===== src/rtl/smbh_pkg.sv =====
package smbh_pkg;
  localparam logic [3:0] RA_STAT = 4'h0;
  localparam logic [3:0] RA_CTL  = 4'h2;
  localparam logic [3:0] RA_CMD  = 4'h3;
  localparam logic [3:0] RA_ADDR = 4'h4;
  localparam logic [3:0] RA_D0   = 4'h5;
  localparam logic [3:0] RA_D1   = 4'h6;
  localparam logic [3:0] RA_HBD  = 4'h7;
  localparam logic [3:0] RA_AUX  = 4'hD;

  localparam logic [2:0] KIND_BLOCK = 3'b101;
  localparam logic [7:0] CTL_MASK   = 8'h1D;

  typedef enum logic [1:0] {
    ST_IDLE = 2'd0,
    ST_CNT  = 2'd1,
    ST_DATA = 2'd2,
    ST_HOLD = 2'd3
  } ctl_state_e;
endpackage


===== src/rtl/smbh_byte_src.sv =====
module smbh_byte_src #(
  parameter int BYTE_CYCLES = 4
) (
  input  logic       clk,
  input  logic       rst_n,
  input  logic       go,
  input  logic       take,
  input  logic       stop,
  input  logic [7:0] slv_count,
  input  logic [7:0] cmd,
  input  logic [6:0] addr7,
  output logic       valid,
  output logic [7:0] byte_o
);
  localparam int TW = $clog2(BYTE_CYCLES + 1);

  logic          act_q, act_d;
  logic [TW-1:0] tmr_q, tmr_d;
  logic [7:0]    idx_q, idx_d;

  always_comb begin
    act_d = act_q;
    tmr_d = tmr_q;
    idx_d = idx_q;
    if (go) begin
      act_d = 1'b1;
      tmr_d = TW'(BYTE_CYCLES);
      idx_d = 8'd0;
    end else if (stop) begin
      act_d = 1'b0;
    end else if (take) begin
      tmr_d = TW'(BYTE_CYCLES);
      idx_d = idx_q + 8'd1;
    end else if (act_q && tmr_q != '0) begin
      tmr_d = tmr_q - TW'(1);
    end
  end

  always_ff @(posedge clk or negedge rst_n) begin
    if (!rst_n) begin
      act_q <= 1'b0;
      tmr_q <= '0;
      idx_q <= '0;
    end else begin
      act_q <= act_d;
      tmr_q <= tmr_d;
      idx_q <= idx_d;
    end
  end

  assign valid  = act_q && (tmr_q == '0);
  assign byte_o = (idx_q == 8'd0) ? slv_count
                                  : ((cmd + idx_q - 8'd1) ^ {1'b0, addr7});
endmodule


===== src/rtl/smbh_buf.sv =====
module smbh_buf #(
  parameter int DEPTH = 32
) (
  input  logic                     clk,
  input  logic                     rst_n,
  input  logic                     we,
  input  logic [$clog2(DEPTH)-1:0] widx,
  input  logic [7:0]               wdata,
  input  logic                     clr,
  input  logic                     adv,
  output logic [7:0]               rdata
);
  localparam int AW = $clog2(DEPTH);

  logic [7:0]    mem [DEPTH];
  logic [AW-1:0] ptr_q, ptr_d;

  always_ff @(posedge clk) begin
    if (we) mem[widx] <= wdata;
  end

  always_comb begin
    ptr_d = ptr_q;
    if (clr)      ptr_d = '0;
    else if (adv) ptr_d = ptr_q + AW'(1);
  end

  always_ff @(posedge clk or negedge rst_n) begin
    if (!rst_n) ptr_q <= '0;
    else        ptr_q <= ptr_d;
  end

  assign rdata = mem[ptr_q];
endmodule


===== src/rtl/smbh_ctrl.sv =====
module smbh_ctrl
  import smbh_pkg::*;
#(
  parameter int DEPTH = 32,
  parameter bit QUIRK = 1'b0
) (
  input  logic                     clk,
  input  logic                     rst_n,
  input  logic                     start,
  input  logic                     buf_mode,
  input  logic [7:0]               w1c,
  input  logic                     src_valid,
  input  logic [7:0]               src_byte,
  output logic                     take,
  output logic                     nack,
  output logic                     busy,
  output logic                     done,
  output logic                     err,
  output logic                     bdone,
  output logic                     d0_we,
  output logic                     hbd_we,
  output logic                     buf_we,
  output logic [$clog2(DEPTH)-1:0] buf_widx
);
  localparam int AW = $clog2(DEPTH);
  localparam int CW = $clog2(DEPTH + 1);

  ctl_state_e    st_q, st_d;
  logic [7:0]    cnt_q, cnt_d;
  logic [CW-1:0] idx_q, idx_d;
  logic          mode_q, mode_d;
  logic          last_q, last_d;
  logic          done_q, err_q, bd_q;
  logic          fin, fail, set_bd, last;

  assign last = ((8'(idx_q) + 8'd1) == cnt_q);

  always_comb begin
    st_d   = st_q;
    cnt_d  = cnt_q;
    idx_d  = idx_q;
    mode_d = mode_q;
    last_d = last_q;
    take   = 1'b0;
    nack   = 1'b0;
    d0_we  = 1'b0;
    hbd_we = 1'b0;
    buf_we = 1'b0;
    fin    = 1'b0;
    fail   = 1'b0;
    set_bd = 1'b0;
    case (st_q)
      ST_IDLE: if (start) begin
        st_d   = ST_CNT;
        mode_d = buf_mode;
        idx_d  = '0;
      end
      ST_CNT: if (src_valid) begin
        take = 1'b1;
        if (src_byte == 8'd0 || src_byte > 8'(DEPTH)) begin
          nack = 1'b1;
          fail = 1'b1;
          st_d = ST_IDLE;
        end else begin
          cnt_d = src_byte;
          d0_we = 1'b1;
          st_d  = ST_DATA;
        end
      end
      ST_DATA: if (src_valid) begin
        take  = 1'b1;
        nack  = last;
        idx_d = idx_q + CW'(1);
        if (mode_q) begin
          buf_we = 1'b1;
          if (last) begin fin = 1'b1; st_d = ST_IDLE; end
        end else if (QUIRK && idx_q == '0) begin
          d0_we = 1'b1;
          if (last) begin fin = 1'b1; st_d = ST_IDLE; end
        end else begin
          hbd_we = 1'b1;
          set_bd = 1'b1;
          last_d = last;
          st_d   = ST_HOLD;
        end
      end
      ST_HOLD: if (!bd_q) begin
        if (last_q) begin fin = 1'b1; st_d = ST_IDLE; end
        else        st_d = ST_DATA;
      end
      default: st_d = ST_IDLE;
    endcase
  end

  always_ff @(posedge clk or negedge rst_n) begin
    if (!rst_n) begin
      st_q   <= ST_IDLE;
      cnt_q  <= '0;
      idx_q  <= '0;
      mode_q <= 1'b0;
      last_q <= 1'b0;
      done_q <= 1'b0;
      err_q  <= 1'b0;
      bd_q   <= 1'b0;
    end else begin
      st_q   <= st_d;
      cnt_q  <= cnt_d;
      idx_q  <= idx_d;
      mode_q <= mode_d;
      last_q <= last_d;
      done_q <= start ? 1'b0 : (fin    | (done_q & ~w1c[1]));
      err_q  <= start ? 1'b0 : (fail   | (err_q  & ~w1c[2]));
      bd_q   <= start ? 1'b0 : (set_bd | (bd_q   & ~w1c[7]));
    end
  end

  assign busy     = (st_q != ST_IDLE);
  assign done     = done_q;
  assign err      = err_q;
  assign bdone    = bd_q;
  assign buf_widx = idx_q[AW-1:0];
endmodule


===== src/rtl/smbh_host.sv =====
module smbh_host
  import smbh_pkg::*;
#(
  parameter int DEPTH       = 32,
  parameter int BYTE_CYCLES = 4,
  parameter bit DAT0_FIRST  = 1'b0
) (
  input  logic       clk,
  input  logic       rst_n,
  input  logic       reg_wr,
  input  logic       reg_rd,
  input  logic [3:0] reg_addr,
  input  logic [7:0] reg_wdata,
  output logic [7:0] reg_rdata,
  input  logic [7:0] slv_count,
  output logic       bus_take_o,
  output logic       bus_nack_o
);
  localparam int AW = $clog2(DEPTH);

  logic [1:0]    rst_sync_q;
  logic          rst_i_n;
  logic [7:0]    ctl_q, cmd_q, addr_q, d0_q, d1_q, hbd_q, aux_q;
  logic          busy, st_done, st_err, st_bdone;
  logic          start, d0_we, hbd_we, buf_we;
  logic [AW-1:0] buf_widx;
  logic [7:0]    buf_rdata, src_byte, w1c;
  logic          src_valid;
  logic          wr_ok;

  always_ff @(posedge clk or negedge rst_n) begin
    if (!rst_n) rst_sync_q <= 2'b00;
    else        rst_sync_q <= {rst_sync_q[0], 1'b1};
  end
  assign rst_i_n = rst_sync_q[1];

  assign wr_ok = reg_wr && !busy;
  assign start = wr_ok && (reg_addr == RA_CTL) && reg_wdata[6] &&
                 (reg_wdata[4:2] == KIND_BLOCK);
  assign w1c   = (reg_wr && reg_addr == RA_STAT) ? reg_wdata : 8'h00;

  always_ff @(posedge clk or negedge rst_i_n) begin
    if (!rst_i_n) begin
      ctl_q  <= '0;
      cmd_q  <= '0;
      addr_q <= '0;
      d0_q   <= '0;
      d1_q   <= '0;
      hbd_q  <= '0;
      aux_q  <= '0;
    end else begin
      if (wr_ok && reg_addr == RA_CTL)  ctl_q  <= reg_wdata & CTL_MASK;
      if (wr_ok && reg_addr == RA_CMD)  cmd_q  <= reg_wdata;
      if (wr_ok && reg_addr == RA_ADDR) addr_q <= reg_wdata;
      if (reg_wr && reg_addr == RA_D1)  d1_q   <= reg_wdata;
      if (reg_wr && reg_addr == RA_AUX) aux_q  <= reg_wdata;
      if (d0_we)                        d0_q   <= src_byte;
      else if (reg_wr && reg_addr == RA_D0) d0_q <= reg_wdata;
      if (hbd_we)                       hbd_q  <= src_byte;
    end
  end

  smbh_ctrl #(.DEPTH(DEPTH), .QUIRK(DAT0_FIRST)) u_ctrl (
    .clk(clk), .rst_n(rst_i_n), .start(start), .buf_mode(aux_q[1]),
    .w1c(w1c), .src_valid(src_valid), .src_byte(src_byte),
    .take(bus_take_o), .nack(bus_nack_o), .busy(busy), .done(st_done),
    .err(st_err), .bdone(st_bdone), .d0_we(d0_we), .hbd_we(hbd_we),
    .buf_we(buf_we), .buf_widx(buf_widx)
  );

  smbh_buf #(.DEPTH(DEPTH)) u_buf (
    .clk(clk), .rst_n(rst_i_n), .we(buf_we), .widx(buf_widx),
    .wdata(src_byte), .clr(start),
    .adv(reg_rd && reg_addr == RA_HBD && aux_q[1]),
    .rdata(buf_rdata)
  );

  smbh_byte_src #(.BYTE_CYCLES(BYTE_CYCLES)) u_src (
    .clk(clk), .rst_n(rst_i_n), .go(start), .take(bus_take_o),
    .stop(bus_take_o && bus_nack_o), .slv_count(slv_count),
    .cmd(cmd_q), .addr7(addr_q[7:1]), .valid(src_valid), .byte_o(src_byte)
  );

  always_comb begin
    case (reg_addr)
      RA_STAT: reg_rdata = {st_bdone, 4'b0000, st_err, st_done, busy};
      RA_CTL:  reg_rdata = ctl_q;
      RA_CMD:  reg_rdata = cmd_q;
      RA_ADDR: reg_rdata = addr_q;
      RA_D0:   reg_rdata = d0_q;
      RA_D1:   reg_rdata = d1_q;
      RA_HBD:  reg_rdata = aux_q[1] ? buf_rdata : hbd_q;
      RA_AUX:  reg_rdata = aux_q;
      default: reg_rdata = 8'h00;
    endcase
  end
endmodule


===== config.mk =====
export PLATFORM = sky130hd
export DESIGN_NAME = smbh_host
export DESIGN_NICKNAME = d
export VERILOG_FILES = /design/src/rtl/smbh_pkg.sv /design/src/rtl/smbh_byte_src.sv /design/src/rtl/smbh_buf.sv /design/src/rtl/smbh_ctrl.sv /design/src/rtl/smbh_host.sv
export SDC_FILE = /design/constraint.sdc
export NUM_CORES = 1
export LEC_CHECK = 0
export BUFFER_PORTS_ARGS = -buffer_cell sky130_fd_sc_hd__buf_2
export CAP_MARGIN = 0
export CORE_AREA = 3 3 180 182
export CTS_BUF_LIST = sky130_fd_sc_hd__clkbuf_8
export DETAILED_ROUTE_END_ITERATION = 7
export DIE_AREA = 0 0 183 185
export PLACE_DENSITY = 0.7
export REMOVE_ABC_BUFFERS = 1
export SYNTH_ARGS = -nofsm -noshare
export SYNTH_HDL_FRONTEND = slang
export SYNTH_SLANG_ARGS = --single-unit

===== constraint.sdc =====
create_clock -name clk -period 5.4 [get_ports clk]
set_clock_uncertainty 0.05 [all_clocks]
set_input_delay 0.54 -clock clk [delete_from_list [all_inputs] [get_ports clk]]
set_output_delay 0.54 -clock clk [all_outputs]
set_load 0.05 [all_outputs]

==> reports/metrics.cfg, run 1 <==
[status]
run_status=completed

[floorplan]
die_h_um=185
initial_utilization=0.499
coreArea_um2=30700
fp-row-count=64
die-area_um2=33900
die_width_um=183
num_io_pins=34

[yosys]
yosys.area.top_type_share=0.501
synth.distinct_cells=68
synth.cells.most_frequent=edfxtp_1, dfrtp_1, mux4_2
ys_dominant_reg_cell=edfxtp_1
count_of_state_elements_after_synthesis=348
synth_most_common_cell=edfxtp_1
post_synth_main_area_contributors=edfxtp_1, dfrtp_1, mux4_2, mux2_2, ha_1
synth.avg_cell_area_um2=15.4
ys_async_sr_fraction=0.264
number_of_enable_type_register_cells_in_the_synthesized_netlist=256
portion_of_the_post_synthesis_area_used_by_sequential_elements=0.651
synth.cell_area_um2=15300
synthCells=993
yosysTopAreaCell=edfxtp_1
yosysWarnings=0

[global_route]
grtUsageTotal=0.203
global_route.usage.met2=0.318
grt.overflow.total=0
grt.met3_usage=0.0408
use_met1=0.295
globalRoute.busiestLayer=met2
first_global_vias=8790
grt_first_pass_wirelength_mm=52.4
largest_net_degree_at_the_start_of_global_routing=68
number_of_antenna_violations_at_the_first_check_in_global_routing=0

[power]
total_leakage_power_nw=6.08
power-per-cell-area_nw_per_um2=602
vdd_drop_max_uv=820
p_total_mw=10.2

[setup_path]
regToRegSetupSlack_ns=1.18
worstPathRequired_ns=4.81
worstPathCellList=inv_1, ha_1, inv_1, ha_1, inv_1, fa_1, nand2b_1, a211oi_1, or4_1, o211a_2, nor2_2, a21boi_1, o21a_1, buf_2
start_kind=flip-flop
worstPathMaxFanout=34
crit_type=flip-flop to output pin
cp_num_buf_inv=4
crit_path_max_incr_delay_ns=0.64
critical_path.slowest_cell=o211a_2
cp-end-kind=output pin
timing.critical_path.mode_cell=inv_1
critical-path-top-delay-family=compound AO/OA/AOI/OAI gates
critical_path_arrival_ns=4.03

[timing]
fin_crit_sh=0.856
rsz0062_at_grt=no
timing_worst_slew_pin_value_ns=1.24
finalSetupTns_ns=0
timing.slew.headroom=0.170
timing.final.setup_violations=0
max_freq_mhz=216
final-max-slew-violation-count=0
final_hold_vios=0
finalWorstPathRequiredPeriod_ns=4.62
worst_slack_ns=0.776

[final_layout]
synth_to_final_area_change_pct=10.5
drive_gt1_frac=0.227
num_antenna_cells=0
final_net_count=1099
nFillCells=2472

[routing]
dr.first_iter.drc_count=850
finalWirelength_mm=33.9
routed_wire_length_per_instance_um=22.8
ant_nets=0
route.detailed.vias_per_inst=5.96
vias_after_detailed_routing=8860
detail_route.drc_violations=0
drt_first_pass_iters=7

[clock_tree]
cts_setup_buffers=0
cts_num_sinks=348
cts_max_path_buffers=3
cts.root.buffer_cell=clkbuf_8
cts_htree_levels=2
numCtsBuffers=54
tritoncts=yes
clk_pin_slew_ns=0.06
clock_latency_ns=0.59

[flow_run]
cap_violations=0

[placement]
dpl.hpwl_mm=21.9
port_buffers=33
place_ws_ns=1.18
globalplace.congestion=0.940

[hold_path]
classification_of_the_worst_slack_hold_path=input pin to asynchronous set/reset pin

path summary, 6_finish.rpt:
check	startpoint	end	cells past startpoint
max	u_src.idx_q[1]	bus_nack_o	14
min	rst_n	rst_sync_q[1]	2
max reg2reg	u_src.idx_q[1]	u_ctrl.cnt_q[2]	13
min reg2reg	rst_sync_q[0]	rst_sync_q[1]	0
max in group asynchronous	rst_sync_q[1]	u_buf.ptr_q[0]	1
min in group clk	reg_wdata[6]	cmd_q[6]	3
layout make-up:
class	instances	area [µm²]	share of cell area
flip-flops and latches	348	10000	0.590
multi-input cells	555	5030	0.297
clock buffers	59	812	0.0479
well taps	396	495	0.0292
repair buffers	43	268	0.0158
clock inverters	39	176	0.0104
inverters	46	173	0.0102
repair_timing:
action	4_1_cts	5_1_grt
gates resized for setup	0	0
hold buffers	1	0
hold endpoints to repair	2	0
flip-flops by register name, summed over array words and instances (netlist names), 2 cells and up:
register      cells
addr_q            8
aux_q             8
cmd_q             8
ctl_q             4
d0_q              8
d1_q              8
hbd_q             8
rst_sync_q        2
u_buf.mem       256
u_buf.ptr_q       5
u_ctrl.cnt_q      8
u_ctrl.idx_q      6
u_ctrl.st_q       2
u_src.idx_q       8
u_src.tmr_q       3
power by group:
part / internal [mW] / leakage [nW] / total (mW) / switching [mW]
Sequential: 4.43 / 3.43 / 4.67 / 0.241
Clock: 1.01 / 0.598 / 2.00 / 0.998
Combinational: 1.04 / 2.06 / 3.52 / 2.48
through the flow:
stage	hold WS (ns)	cell area [µm²]	cells	util
2_1_floorplan	0.194	15200	949	-
3_3_place_gp	0.274	16000	1387	0.519
3_5_place_dp	0.277	16000	1387	0.519
4_1_cts	0.185	17000	1486	0.551
5_1_grt	0.200	17000	1486	0.551
6_report	0.208	17000	1486	0.551
cell usage in the layout (no fill, tap or decap), drive strengths merged, types with 22 or more instances in the layout:
master and count:
nand3 24, clkbuf 59, nand2 70, dfrtp 92, ha 26, a21oi 35
edfxtp 256, mux4 80, nor2 59, o21ai 52, mux2 41, mux2i 22
inv 74, buf 42
metal layers:
| layer | vias up | routed length [µm] |
|---|---|---|
| li1 | 3935 | - |
| met1 | 4526 | 15000 |
| met2 | 339 | 15800 |
| met3 | 60 | 2400 |
| met4 | 0 | 734 |
| met5 | - | 0 |
cells by family (layout without fill, tap and decap cells):
group / after synthesis / in the layout / share of synthesized area
XOR/XNOR: 24 / 24 / 0.0151
AND/OR/NAND/NOR: 223 / 223 / 0.0699
AO/OA/AOI/OAI: 137 / 137 / 0.0553
adder cells (fa/ha/maj): 27 / 27 / 0.0225
flip-flops: 348 / 348 / 0.651
buffers and inverters: 90 / 187 / 0.0224
other: 1 / 1 / 0.000244
multiplexers: 143 / 143 / 0.163
Note: power is estimated with default switching activity, not from simulation.
==> inputs of run 2 (changes only) <==
==> constraint.sdc (replaced) <==
create_clock -name clk -period 5.4 [get_ports clk]
set_clock_uncertainty 0.05 [all_clocks]
set_input_delay 0.81 -clock clk [delete_from_list [all_inputs] [get_ports clk]]
set_output_delay 0.81 -clock clk [all_outputs]
set_load 0.05 [all_outputs]
==> run 2 against run 1 <==
Effect of this change: first-iteration DRC count down 5.1%; core utilization up 0.46 points; via count down 0.53%; non-clock buffer count unchanged; final area up 0.83%; hold slack worse by 0.056 ns; register-to-register slack better by 0.33 ns; power up 2.5%; flip-flop and latch count unchanged; global-route usage about the same; critical path type unchanged; critical endpoint unchanged; largest power group unchanged; highest routed layer unchanged.
==> reports/metrics.cfg, run 2 (synthesis results as in run 1) <==
[clock_tree]
clk_pin_slew_ns=0.06
cts_setup_buffers=0
clock_latency_ns=0.60
cts.root.buffer_cell=clkbuf_8
tritoncts=yes
numCtsBuffers=55
cts_max_path_buffers=3
cts_num_sinks=348
cts_resized=0
cts_htree_levels=2

[setup_path]
worst_reg_to_reg_cells=14
worstPathRequired_ns=4.54
worstPathMaxFanout=34
r2r_end=u_src.tmr_q[2]
worst_r2r_startpoint=u_src.idx_q[1]
start_kind=flip-flop
critical_path_arrival_ns=4.05
worstSetupStartpoint=u_src.idx_q[1]
cp-end-kind=output pin
regToRegSetupSlack_ns=1.51
endpoint=bus_nack_o
crit_type=flip-flop to output pin

[timing]
finalWorstPathRequiredPeriod_ns=4.91
timing.final.setup_violations=0
timing.slew.headroom=0.178
fin_crit_sh=0.909
worst_slack_ns=0.491
final_hold_vios=0
timing_worst_slew_pin_value_ns=1.23
final-max-slew-violation-count=0
rsz0062_at_grt=no
max_freq_mhz=204

[placement]
globalplace.congestion=0.901
port_buffers=33
place_area_um2=16000
dp_cells=1387
dpl.hpwl_mm=22.1
place_ws_ns=1.11

[global_route]
grt.met3_usage=0.0357
use_met1=0.295
globalRoute.busiestLayer=met2
grt_first_pass_wirelength_mm=53.0
grt.overflow.total=0
number_of_antenna_violations_at_the_first_check_in_global_routing=0
first_global_vias=8954
largest_net_degree_at_the_start_of_global_routing=73
grtUsageTotal=0.203
global_route.usage.met2=0.323

[power]
total_leakage_power_nw=6.14
power-per-cell-area_nw_per_um2=612
vdd_drop_max_uv=714

[routing]
ant_nets=0
vias_after_detailed_routing=8813
detail_route.drc_violations=0
finalWirelength_mm=33.6
route.detailed.vias_per_inst=5.91
dr.first_iter.drc_count=807
drt_first_pass_iters=6
routed_wire_length_per_instance_um=22.5

[final_layout]
final_net_count=1100
max_flop_register=u_buf.mem
final_core_utilization=0.556
mostFrequentLayoutCell=edfxtp_1
drive_gt1_frac=0.231
post_layout_nonfiller_instances=1492
layout_common_cells=edfxtp_1, dfrtp_1, mux4_2
num_antenna_cells=0
synth_to_final_area_change_pct=11.5
largest_register_ff_count=256
stdcell_area_um2=17100
nFillCells=2458

[status]
run_status=completed

[hold_path]
classification_of_the_worst_slack_hold_path=flip-flop to asynchronous set/reset pin

[floorplan]
die-area_um2=33900
fp-row-count=64
num_io_pins=34
die_width_um=183
coreArea_um2=30700
die_h_um=185
initial_utilization=0.499

[flow_run]
cap_violations=0

-- run 2: cell types whose count changed in the layout (fill, tap and decap cells not counted), sizes merged --
cell	previous run	this run
clkinv	9	15
bufinv	0	4
inv	74	70
clkbuf	59	60
clkinvlp	2	1
-- run 2: final cells by class --
type | instances | area [µm²] | share of cell area
timing repair buffer | 43 | 268 | 0.0157
clock inverter | 44 | 304 | 0.0178
clock buffer | 60 | 826 | 0.0483
tap | 396 | 495 | 0.0290
multi-input combinational | 555 | 5030 | 0.294
sequential | 348 | 10000 | 0.585
inverter | 46 | 173 | 0.0101
-- run 2: how the worst min path moves through the flow --
stage                             start              to  slack (ns)  cells after the start
after global placement    rst_sync_q[1]  u_src.idx_q[6]        0.16                      0
final                     rst_sync_q[1]  u_src.idx_q[3]        0.15                      0
after detailed placement  rst_sync_q[1]  u_src.idx_q[6]        0.16                      0
after global routing      rst_sync_q[1]  u_src.idx_q[2]        0.18                      0
after CTS                 rst_sync_q[1]  u_src.idx_q[3]        0.17                      0
after floorplan           rst_sync_q[0]   rst_sync_q[1]        0.28                      0
-- run 2: stage by stage --
| step | total power [mW] | setup TNS [ns] | hold WS, ns |
|---|---|---|---|
| floorplan | 6.88 | -0.663 | 0.281 |
| detailed placement | 8.33 | 0 | 0.161 |
| CTS | 10.6 | 0 | 0.165 |
| global route | 11.0 | 0 | 0.180 |
| finish | 10.5 | 0 | 0.152 |
| global placement | 8.19 | 0 | 0.158 |
-- run 2: worst max-delay path, stage by stage, from the launching register on --
cell and delay, ns:
dfrtp_1 0.39, inv_1 0.09, ha_1 0.27, inv_1 0.05
ha_1 0.16, inv_1 0.06, fa_1 0.40, nand2b_1 0.18
a211oi_1 0.25, or4_1 0.16, o211a_2 0.64, nor2_2 0.16
a21boi_1 0.20, o21a_1 0.16, buf_2 0.27
-- run 2: power breakdown --
part	internal [mW]	switching (mW)	total, mW
Combinational	1.05	2.50	3.55
Clock	1.22	1.02	2.24
Sequential	4.43	0.235	4.67
-- run 2: timing repair --
item / in CTS / in global routing
endpoints found under the hold margin: 2 / 0
endpoints found under the setup margin: 0 / 0
hold buffers: 1 / 0
-- run 2: metal layers --
metal	vias to the layer above	part of all wire
li1	3948	-
met1	4493	0.44
met2	315	0.47
met3	57	0.065
met4	0	0.022
met5	-	0
